**config.mk**
```make
export PLATFORM = sky130hd
export DESIGN_NAME = ptr_lit_unit
export DESIGN_NICKNAME = d
export VERILOG_FILES = /design/src/rtl/ptr_lit_pkg.sv /design/src/rtl/plu_decode.sv /design/src/rtl/plu_ptr_slot.sv /design/src/rtl/ptr_lit_unit.sv
export SDC_FILE = /design/constraint.sdc
export NUM_CORES = 1
export LEC_CHECK = 0
export BUFFER_PORTS_ARGS = -buffer_cell sky130_fd_sc_hd__buf_4
export CORE_ASPECT_RATIO = 0.75
export CORE_MARGIN = 5
export CORE_UTILIZATION = 60
export DETAILED_ROUTE_END_ITERATION = 16
export PLACE_DENSITY = 0.86
export SYNTH_ARGS = -nofsm -noshare
export SYNTH_HDL_FRONTEND = slang
export SYNTH_SLANG_ARGS = --single-unit
export TNS_END_PERCENT = 10
```
**constraint.sdc**
```tcl
create_clock -name clk -period 7.25 [get_ports clk]
set_clock_uncertainty 0.15 [all_clocks]
set_input_delay 0 -clock clk [delete_from_list [all_inputs] [get_ports clk]]
set_output_delay 0 -clock clk [all_outputs]
set_load 0.01 [all_outputs]
```
**src/rtl/ptr_lit_pkg.sv**
```systemverilog
package ptr_lit_pkg;

    localparam int unsigned OPC_W   = 8;
    localparam int unsigned LIT_W   = 8;
    localparam int unsigned SEL_W   = 2;
    localparam int unsigned NUM_PTR = 3;

    localparam logic [OPC_W-1:0] OPC_ADD  = 8'hE8;
    localparam logic [OPC_W-1:0] OPC_SUB  = 8'hE9;
    localparam logic [OPC_W-1:0] OPC_PUSH = 8'hEA;

    localparam logic [SEL_W-1:0] SEL_RET   = 2'b11;
    localparam logic [SEL_W-1:0] SEL_STACK = 2'b10;

    typedef enum logic [1:0] {
        OP_NONE = 2'd0,
        OP_ADD  = 2'd1,
        OP_SUB  = 2'd2,
        OP_PUSH = 2'd3
    } op_e;

    typedef struct packed {
        op_e              op;
        logic [SEL_W-1:0] sel;
        logic             ret;
        logic [LIT_W-1:0] lit;
    } dec_t;

endpackage

```
**src/rtl/plu_decode.sv**
```systemverilog
module plu_decode
    import ptr_lit_pkg::*;
(
    input  logic        ext_en,
    input  logic        instr_valid,
    input  logic [15:0] instr_word,
    input  logic        hold,
    output dec_t        dec,
    output logic        fire
);

    logic [OPC_W-1:0] opc;
    logic [SEL_W-1:0] raw_sel;

    assign opc     = instr_word[15:8];
    assign raw_sel = instr_word[7:6];

    always_comb begin
        dec = '0;
        unique case (opc)
            OPC_ADD: begin
                dec.op  = OP_ADD;
                dec.ret = (raw_sel == SEL_RET);
                dec.sel = dec.ret ? SEL_STACK : raw_sel;
                dec.lit = {2'b00, instr_word[5:0]};
            end
            OPC_SUB: begin
                dec.op  = OP_SUB;
                dec.ret = (raw_sel == SEL_RET);
                dec.sel = dec.ret ? SEL_STACK : raw_sel;
                dec.lit = {2'b00, instr_word[5:0]};
            end
            OPC_PUSH: begin
                dec.op  = OP_PUSH;
                dec.sel = SEL_STACK;
                dec.lit = instr_word[7:0];
            end
            default: dec.op = OP_NONE;
        endcase
    end

    assign fire = instr_valid && ext_en && !hold && (dec.op != OP_NONE);


    always_comb begin
        if (fire && dec.ret) begin
            ret_target_chk: assert (dec.sel == SEL_STACK && dec.op != OP_PUSH);
        end
    end

endmodule

```
**src/rtl/plu_ptr_slot.sv**
```systemverilog
module plu_ptr_slot
    import ptr_lit_pkg::*;
#(
    parameter int unsigned PTR_W = 12,
    parameter int unsigned IDX   = 0
) (
    input  logic [PTR_W-1:0] cur,
    input  dec_t             dec,
    input  logic             fire,
    output logic [PTR_W-1:0] nxt
);

    localparam logic [SEL_W-1:0] MY_SEL = SEL_W'(IDX);

    logic [PTR_W-1:0] lit_ext;
    logic             hit;

    assign lit_ext = {{(PTR_W-LIT_W){1'b0}}, dec.lit};
    assign hit     = fire && (dec.sel == MY_SEL);

    always_comb begin
        nxt = cur;
        if (hit) begin
            unique case (dec.op)
                OP_ADD:  nxt = cur + lit_ext;
                OP_SUB:  nxt = cur - lit_ext;
                OP_PUSH: nxt = cur - PTR_W'(1);
                default: nxt = cur;
            endcase
        end
    end

endmodule

```
**src/rtl/ptr_lit_unit.sv**
```systemverilog
module ptr_lit_unit
    import ptr_lit_pkg::*;
#(
    parameter int unsigned PTR_W   = 12,
    parameter logic [11:0] PTR_RST = 12'h000
) (
    input  logic             clk,
    input  logic             rst_n,
    input  logic             ext_en,
    input  logic             instr_valid,
    input  logic [15:0]      instr_word,
    output logic [PTR_W-1:0] ptr0,
    output logic [PTR_W-1:0] ptr1,
    output logic [PTR_W-1:0] ptr2,
    output logic             mem_we,
    output logic [PTR_W-1:0] mem_addr,
    output logic [LIT_W-1:0] mem_wdata,
    output logic             ret_req
);

    localparam int unsigned STACK_IDX = 2;

    typedef struct packed {
        logic [NUM_PTR-1:0][PTR_W-1:0] ptr;
        logic                          we;
        logic [PTR_W-1:0]              addr;
        logic [LIT_W-1:0]              wdata;
        logic                          ret;
    } state_t;

    state_t st_d, st_q;
    dec_t   dec;
    logic   fire;
    logic [NUM_PTR-1:0][PTR_W-1:0] ptr_nxt;

    plu_decode i_decode (
        .ext_en      (ext_en),
        .instr_valid (instr_valid),
        .instr_word  (instr_word),
        .hold        (st_q.ret),
        .dec         (dec),
        .fire        (fire)
    );

    for (genvar g = 0; g < NUM_PTR; g++) begin : g_slot
        plu_ptr_slot #(
            .PTR_W (PTR_W),
            .IDX   (g)
        ) i_slot (
            .cur  (st_q.ptr[g]),
            .dec  (dec),
            .fire (fire),
            .nxt  (ptr_nxt[g])
        );
    end

    always_comb begin
        st_d     = st_q;
        st_d.ptr = ptr_nxt;
        st_d.we  = 1'b0;
        st_d.ret = 1'b0;
        if (fire && dec.op == OP_PUSH) begin
            st_d.we    = 1'b1;
            st_d.addr  = st_q.ptr[STACK_IDX];
            st_d.wdata = dec.lit;
        end
        if (fire && dec.ret) begin
            st_d.ret = 1'b1;
        end
    end

    always_ff @(posedge clk) begin
        if (!rst_n) begin
            for (int i = 0; i < NUM_PTR; i++) st_q.ptr[i] <= PTR_W'(PTR_RST);
            st_q.we    <= 1'b0;
            st_q.addr  <= '0;
            st_q.wdata <= '0;
            st_q.ret   <= 1'b0;
        end else begin
            st_q <= st_d;
        end
    end

    assign ptr0      = st_q.ptr[0];
    assign ptr1      = st_q.ptr[1];
    assign ptr2      = st_q.ptr[STACK_IDX];
    assign mem_we    = st_q.we;
    assign mem_addr  = st_q.addr;
    assign mem_wdata = st_q.wdata;
    assign ret_req   = st_q.ret;


    ret_pulse_chk: assert property (@(posedge clk) disable iff (!rst_n)
        ret_req |=> !ret_req);


    ret_hold_chk: assert property (@(posedge clk) disable iff (!rst_n)
        ret_req |=> ({ptr0, ptr1, ptr2} == $past({ptr0, ptr1, ptr2})) && !mem_we);


    push_addr_chk: assert property (@(posedge clk) disable iff (!rst_n)
        mem_we |-> (ptr2 == mem_addr - PTR_W'(1)) && !ret_req);


    disabled_chk: assert property (@(posedge clk) disable iff (!rst_n)
        !ext_en |=> ({ptr0, ptr1, ptr2} == $past({ptr0, ptr1, ptr2})) && !mem_we && !ret_req);


    idle_chk: assert property (@(posedge clk) disable iff (!rst_n)
        !instr_valid |=> !mem_we && !ret_req && $stable({ptr0, ptr1, ptr2}));

endmodule

```
# Word-level counts from Yosys, hierarchy flattened
# Index checks and enable logic that the tools add are counted.
[totals]
wordCells = 51
reg_bits = 58
inputBits = 20
[op_classes]
add_sub_neg = 9
n_reduce_logical = 16
mux = 10
n_eq_ne = 9
[ops]
columns = ["cell", "n"]
rows = [
  ["$pmux 12 s3", 3],
  ["$add 12x8->12", 3],
  ["$sub 12x1->12 const B", 3],
  ["$sub 12x8->12", 3],
  ["$eq 8x8->1 const B", 3],
  ["$mux 21", 1],
  ["$pmux 8 s2", 1],
  ["$eq 2x2->1 const B", 4],
  ["$logic_and 1x1->1", 8],
  ["$pmux 2 s3", 1],
  ["$reduce_and 2->1", 3],
  ["$eq 2x1->1 const B", 2],
  ["$pmux 2 s2", 1],
  ["$reduce_bool 3->1", 1],
  ["$logic_not 2->1", 1],
  ["$mux 1", 2],
  ["$mux 2", 1],
  ["$reduce_bool 2->1", 1],
  ["$reduce_or 2->1", 1],
  ["$logic_not 1->1", 1],
]

# Logic depth before layout (Yosys ltp)
# Gate-level depths: netlist of run 1.
[depth]
word_depth = 6
ltp_mapped = 18

# Hierarchy
# Synthesis of run 1 repeated with hierarchy kept, for this count alone.
[unflattened]
cells_unflattened = 597
hier_area_um2 = 4762.1
[modules_own_cells]
columns = ["module", "area_each_um2", "n_inst", "cells_per_inst"]
rows = [
  ["ptr_lit_unit", 1838.0, 1, 169],
  ["plu_ptr_slot at g_slot[1].i_slot", 918.4, 1, 137],
  ["plu_ptr_slot at g_slot[2].i_slot", 870.8, 1, 128],
  ["plu_ptr_slot at g_slot[0].i_slot", 865.8, 1, 130],
  ["plu_decode", 269.0, 1, 33],
]

# Least setup slack after synthesis of run 1
# Ideal clock, no wire load.
[synth_timing]
path_kind = "input port to flip-flop"
start = "input instr_word[10]"
end = "register st_q, in the netlist ptr2[10]"
required_time_ns = 7.021
setup_ns = 0.079
setup_slack_ns = 3.545
n_path_buf = 1
t_arrival_ns = 3.476
stages = 17
path_cell_list = "nand2b_1 a211oi_1 nand2_1 ha_1 clkbuf_1 a31oi_1 nor2_1 nor2_1 ha_1 a21o_1 a21oi_1 o21bai_1 a21o_1 maj3_2 maj3_2 a311o_1 o211ai_1"
[synth_via]
elab_chain_cells = 6
[synth_lines]
columns = ["item", "line_no", "text"]
rows = [
  ["start: declaration", "ptr_lit_unit.sv:11", "input logic [15:0] instr_word,"],
  ["parallel branches: the longest is 6 deep, another holds $sub 12x8->12", "--", ""],
  ["end signal: assignment", "ptr_lit_unit.sv:80", "st_q <= st_d;"],
  ["end: declaration", "ptr_lit_unit.sv:31", "state_t st_d, st_q;"],
]
# Several ways; the timed one is not identified.
# A chain may end at the register's enable or synchronous reset.

# Worst setup path in the final report of run 1
[layout_timing]
start = "input instr_word[9]"
end = "register st_q, in the netlist ptr0[11]"
[layout_via]
elab_chain_cells = 6
[layout_lines]
columns = ["item"]
rows = [
  ["parallel branches: the longest is 6 deep, another holds $sub 12x8->12"],
]
# Several ways; the timed one is not identified.

==> summary.md, run 1 <==
| Metric | Value |
|---|---|
| Outcome | finished clean |
| # DRC | 0 |
| Crit path kind | input pin to flip-flop |
| CP startpoint | instr_word[9] |
| Initial Utilization | 61.6% |
| Clock sinks | 58 |
| Share of cells above drive strength 1 | 21.3% |
| Total Power | 731 uW |
| Area grow syn2layout | 23.6% |
| Final Hold Viols | 0 |
| Fin crit period | 4.64 ns |
| Setup TNS | 0 ns |
| Clock slew at the register clock pins of the worst setup and hold paths | 0.08 ns |
| Critical Path Fanout Max | 14 |
| Post-synthesis sequential area ratio | 29.8% |
| Vias after detailed routing | 3826 |
| Primary FF master, synth | dfxtp_1 |
| CTS root buffer | clkbuf_8 |
| Skew-Pair Late Insertion Delay | 0.35 ns |
| Setup-failing EPs final | 0 |
| R2R depth | 12 |
| Syn. warnings | 0 |
| Wire per inst | 16.1 um |
| Period utilization | 64.0% |
| ANT nets after route | 0 |
| Clock Path Buffers | 2 |
| Critical Path AT | 4.77 ns |
| Hold_sp | ext_en |
| Final wirelength | 10300 um |
| DIE AREA | 8210 sq um |
| Port-buffer cells | 77 |
| Worst slew pin tran | 0.917 ns |
| Io pins | 78 |
| Most common cell after layout, fill and taps aside | buf_4 |
| First-pass GRT wire length | 17100 um |
| CTS tree | done |
| DIE WIDTH | 103 um |
| HP Class | input pin to flip-flop |
| HPWL after DPL | 7240 um |
| Core box area | 6320 sq um |
| Max Cap Viol | 0 |
| Final-layout fill cell count | 450 |
| Top cell type's share of synthesized area | 29.8% |
| Initial antenna violation count | 0 |
| GP Congestion | 0.907 |
| Static leakage | 0.00188 uW |
| Worst Setup End Kind | flip-flop |
| Commonest non-fill, non-tap cells in the layout | buf_4 (78), nand2_1 (67), dfxtp_1 (58), a21oi_1 (49), nor2_1 (43) |
| End of the worst hold path | mem_we |
| Vias in the first global route | 3601 |
| Worst vdd ir | 110 uV |
| Post-Synthesis Cells | 478 |
| Pins Over Slew Limit | 0 |
| Reg2Reg Capture Point | ptr2[10] |
| Number of unique standard cell types used by synthesis | 54 |
| Power Dens Cells | 152 nW/um^2 |
| Req. time, crit path | 7.38 ns |
| FF-to-FF setup slack | 4.13 ns |
| Synth area leader | dfxtp_1 |
| Nets | 605 |
| RSZ-0062 raised after global routing | no |
| Largest net degree at the start of global routing | 53 |
| Mean post-synth cell area | 8.14 sq um |
| H-tree levels | 3 |
| Post-Syn Nets | 529 |
| FFs w/ async S/R, synth | 0% |
| Max frequency | 215 MHz |
| Height of the die | 79.7 um |
| # diodes | 0 |
| Post-synth EDFFs | 0 |
| Slew HR | 38.5% |
| Initial DRC count | 284 |
| Yosys reg bits | 58 |
| TritonCTS buffer count | 9 |
| Vias/cell | 5.98 |
| Hold path depth | 4 |
| Setup bufs post-CTS | 0 |
| Overflow after GRT | 0 |
| GRT Resource Usage Total | 26.2% |
| Critical R2R Launch | ptr2[0] |
| Post-Syn Area | 3890 sq um |
| Setup crit start kind | input pin |
| First-pass detailed-route iteration total | 5 |
| Number of cell rows | 25 |
| Synth area leaders | dfxtp_1 (30%), ha_1 (9.0%), nand2_1 (6.5%) |
[Yosys cell counts (10+ instances only)]
master / count
nand2b_1: 12
nor2_1: 43
nand2_1: 67
dfxtp_1: 58
ha_1: 28
xnor2_1: 14
a21oi_1: 49
nor3_1: 13
o21ai_0: 16
clkbuf_1: 18
nand3_1: 10
inv_1: 14
a211oi_1: 10
[kinds of logic after synthesis]
family          Yosys count  share of synthesized area (%)
fa+ha+maj                40                           13.1
compound gates          123                           21.6
xor+xnor                 23                           5.18
buf+inv                  42                           4.82
simple gates            183                           23.2
mux                       9                           2.32
flops                    58                           29.8
[stage by stage]
step	util, %	setup WS, ns	area [sq um]	hold WS, ns	std cells
2_1_floorplan	-	3.55	3890	-0.0241	478
3_3_place_gp	70.4	3.02	4450	0.129	610
3_5_place_dp	70.4	2.72	4450	0.127	610
4_1_cts	76.0	2.64	4800	0.0351	639
5_1_grt	76.1	2.30	4810	0.0933	640
6_report	76.1	2.61	4810	0.0589	640
[what timing repair did]
item | 4_1_cts | 5_1_grt
resized for setup | 0 | 0
hold buffers | 13 | 0
hold endpoints to repair | 16 | 0
[sequential cells by signal, indices dropped and copies added (netlist names)]
name       count
mem_addr      12
mem_wdata      8
mem_we         1
ptr0          12
ptr1          12
ptr2          12
ret_req        1
[report_power, final]
group / internal, uW / switching (uW) / total (uW)
clock: 203 / 145 / 348
combinational: 29.8 / 34.4 / 64.2
sequential: 318 / 0.0883 / 319
[area by class of cell]
type	instances	area (sq um)	share of cell area, %
Multi-Input combinational cell	378	2540	52.8
Sequential cell	58	1160	24.1
Timing Repair Buffer	92	723	15.0
Clock buffer	10	138	2.86
Tap cell	81	101	2.11
Clock inverter	6	88.8	1.85
Inverter	15	56.3	1.17
[routing by layer]
metal / track usage (%) / vias up / part of all wire, %
met2: 41.4 / 160 / 47
met3: 6.55 / 24 / 7.2
met4: 9.44 / 0 / 1.8
met1: 34.6 / 1786 / 44
met5: 0 / - / 0
li1: - / 1856 / -
[worst max-delay path, cell delays in order]
cell and delay, ns:
dlygate4sd3_1 0.53, buf_4 0.19, a211oi_1 0.65, nand2_1 0.13, ha_1 0.33, nand2b_1 0.07, a21oi_1 0.06, a21oi_1 0.63
ha_1 0.37, nor2b_1 0.14, o31ai_1 0.37, a21oi_1 0.22, o2111ai_1 0.17, nand4_2 0.17, o41ai_2 0.28, mux2i_1 0.26
mux2i_1 0.19
[worst max-delay path by stage]
stage | slack, ns | endpoint | cells past startpoint
after floorplan | 3.55 | ptr2[10] | 17
after global placement | 3.02 | ptr0[11] | 17
after detailed placement | 2.72 | ptr0[11] | 17
after CTS | 2.64 | ptr0[11] | 17
after global routing | 2.30 | ptr0[11] | 17
final | 2.61 | ptr0[11] | 17
Power figures use the tool's default switching activity.
==> run 2: changes to the inputs <==
CORE_UTILIZATION = 50   (was 60)
PLACE_DENSITY = 0.76   (was 0.86)
clock period = 4 ns   (was 7.25 ns; I/O delays follow)
==> summary.md, run 2 (synthesis gave the netlist of run 1 again) <==
| Metric | Value |
|---|---|
| Outcome | finished clean (unchanged) |
| Pins Over Slew Limit | 0 (unchanged) |
| GR Util met2 | 31.8% (was 41.4%) |
| Fin crit period | 3.63 ns |
| Multi-input logic area | 2550 sq um (was 2540 sq um) |
| Hold path depth | 4 (unchanged) |
| Vias in the first global route | 3465 (was 3601) |
| First-pass detailed-route iteration total | 5 (unchanged) |
| End of the worst hold path | mem_we (unchanged) |
| Critical Path AT | 3.76 ns (was 4.77 ns) |
| Dpl ws | -0.0392 ns (was 2.72 ns) |
| Critical R2R Launch | ptr1[0] (was ptr2[0]) |
| Commonest non-fill, non-tap cells in the layout | buf_4 (96), nand2_1 (67), dfxtp_1 (58), a21oi_1 (48), nor2_1 (43) (was buf_4 (78), nand2_1 (67), dfxtp_1 (58), a21oi_1 (49), nor2_1 (43)) |
| Height of the die | 86.4 um (was 79.7 um) |
| Core box area | 7470 sq um (was 6320 sq um) |
| Initial antenna violation count | 0 (unchanged) |
| Clock Path Buffers | 2 (unchanged) |
| Wire per inst | 14.8 um (was 16.1 um) |
| # DRC | 0 (unchanged) |
| Area grow syn2layout | 26.3% (was 23.6%) |
| CTS tree | done (unchanged) |
| Skew-Pair Late Insertion Delay | 0.35 ns (about the same) |
| R2R depth | 12 (unchanged) |
| Final Hold Slack | 0.0440 ns (was 0.0589 ns) |
| Met3 usage | 4.82% (was 6.55%) |
| TritonCTS buffer count | 9 (unchanged) |
| Worst vdd ir | 167 uV (was 110 uV) |
| Largest net degree at the start of global routing | 42 (was 53) |
| Final Hold Viols | 0 (unchanged) |
| RSZ-0062 raised after global routing | no (unchanged) |
| Port-buffer cells | 77 (unchanged) |
| Req. time, crit path | 4.13 ns (was 7.38 ns) |
| Reg2Reg Capture Point | ptr1[10] (was ptr2[10]) |
| Critical Path Fanout Max | 6 (was 14) |
| # diodes | 0 (unchanged) |
| Vias/cell | 5.55 (was 5.98) |
| Clock slew at the register clock pins of the worst setup and hold paths | 0.07 ns (was 0.08 ns) |
| Setup-failing EPs final | 0 (unchanged) |
| Crit-path slowest cell | dlygate4sd3_1 (was a211oi_1) |
| Crit path kind | input pin to flip-flop (unchanged) |
| Worst Setup End Kind | flip-flop (unchanged) |
| Initial Utilization | 52.1% (was 61.6%) |
| Static leakage | 0.00195 uW (was 0.00188 uW) |
| Max Cap Viol | 0 (unchanged) |
| Most common cell after layout, fill and taps aside | buf_4 (unchanged) |
| Period utilization | 90.9% |
| Crit-path cells | dlygate4sd3_1 > buf_4 > nand2_1 > ha_1 > buf_4 > nor2b_1 > o21ai_0 > o21ai_0 > nor2_1 > ha_1 > or2_2 > a21oi_1 > a21oi_1 > o2111ai_1 > nand4_2 > o41ai_2 > mux2i_1 > mux2i_1 (was dlygate4sd3_1 > buf_4 > a211oi_1 > nand2_1 > ha_1 > nand2b_1 > a21oi_1 > a21oi_1 > ha_1 > nor2b_1 > o31ai_1 > a21oi_1 > o2111ai_1 > nand4_2 > o41ai_2 > mux2i_1 > mux2i_1) |
| First-pass GRT wire length | 16700 um (was 17100 um) |
| HPWL after DPL | 7410 um (was 7240 um) |
| Share of cells above drive strength 1 | 23.7% (was 21.3%) |
| Initial DRC count | 258 (was 284) |
| Clock sinks | 58 (unchanged) |
| Top Usage Layer GRT | met2 (unchanged) |
| DIE WIDTH | 112 um (was 103 um) |
| Max frequency | 275 MHz |
| HP Class | input pin to flip-flop (unchanged) |
| CTS root buffer | clkbuf_8 (unchanged) |
| FF-to-FF setup slack | 0.91 ns (was 4.13 ns) |
| Worst slew pin tran | 1.23 ns (was 0.917 ns) |
| Final wirelength | 9970 um (was 10300 um) |
| Nets | 620 (was 605) |
| Vias after detailed routing | 3740 (was 3826) |
| Overflow after GRT | 0 (unchanged) |
| Hold_sp | instr_word[9] (was ext_en) |
| H-tree levels | 3 (unchanged) |
| Number of cell rows | 27 (was 25) |
| Setup crit start kind | input pin (unchanged) |
| Power Dens Cells | 253 nW/um^2 (was 152 nW/um^2) |
| GP Congestion | 0.884 (was 0.907) |
| Io pins | 78 (unchanged) |
| GRT Resource Usage Total | 20.8% (was 26.2%) |
| DIE AREA | 9670 sq um (was 8210 sq um) |
| PnR worst setup slack | 0.365 ns (was 2.61 ns) |
| Slew HR | 17.0% (was 38.5%) |
| Final-layout fill cell count | 608 (was 450) |
| CP max stage delay | 0.53 ns (was 0.65 ns) |
| ANT nets after route | 0 (unchanged) |
| Met1 global-route usage | 29.3% (was 34.6%) |
| Register area | 1160 sq um (unchanged) |
## run 2: cell count changes in the layout (fill, tap and decap cells not counted), sizes merged
cell         before  now
inv              15   14
clkbuf           11   10
bufinv            2    1
buf              78   96
clkinv            2    3
dlygate4sd3      13   11
## run 2: worst max-delay path: cells and delay by family
| kind | cells | cell delay (ns) |
|---|---|---|
| adder cells (fa/ha/maj) | 2 | 0.59 |
| multiplexers | 2 | 0.46 |
| AND/OR/NAND/NOR | 5 | 0.94 |
| AO/OA/AOI/OAI | 6 | 0.91 |
| buffers and inverters | 3 | 0.85 |
## run 2: what timing repair did
action                                 in CTS  in global routing
hold buffers                               11                  0
endpoints found under the hold margin      16                  0
resized for setup                           0                  1
setup endpoints to repair                   0                  1
setup buffers                               0                  0
## run 2: final cells by class
type | count | share of cell area, %
multi-input combinational | 378 | 51.8
clock inverter | 5 | 1.12
timing repair buffer | 107 | 16.9
sequential | 58 | 23.6
tap | 101 | 2.57
clock buffer | 10 | 2.80
inverter | 15 | 1.15
## run 2: worst max-delay path by stage
stage,from,depth (start not counted),slack [ns],to
floorplan,instr_word[10],17,0.30,ptr2[10]
global placement,instr_word[10],18,0.08,ptr2[11]
detailed placement,instr_word[10],18,-0.04,ptr1[11]
CTS,instr_word[10],18,0.32,ptr1[11]
global route,instr_word[1],18,0.11,ptr0[11]
finish,instr_word[0],18,0.37,ptr1[11]
## run 2: metrics by stage
stage	util [%]	instances	total power, uW	TNS, ns	area (sq um)
6_report	65.8	674	1240	0	4910
2_1_floorplan	-	478	662	0	3890
3_3_place_gp	61.7	648	700	0	4610
5_1_grt	65.8	674	1280	0	4910
4_1_cts	65.8	674	1250	0	4910
3_5_place_dp	61.7	648	703	-0.0569	4610
## run 2: layer usage
metal / part of all wire (%) / vias to the layer above / wire, um
li1: - / 1888 / -
met1: 49 / 1709 / 4940
met2: 43 / 129 / 4250
met3: 6.8 / 14 / 679
met4: 1.1 / 0 / 105
met5: 0 / - / 0
## run 2: power breakdown
part           internal (uW)  leakage (uW)  switching [uW]
combinational           58.5       0.00139            62.1
sequential               577      0.000467           0.165
clock                    298     0.0000941             246
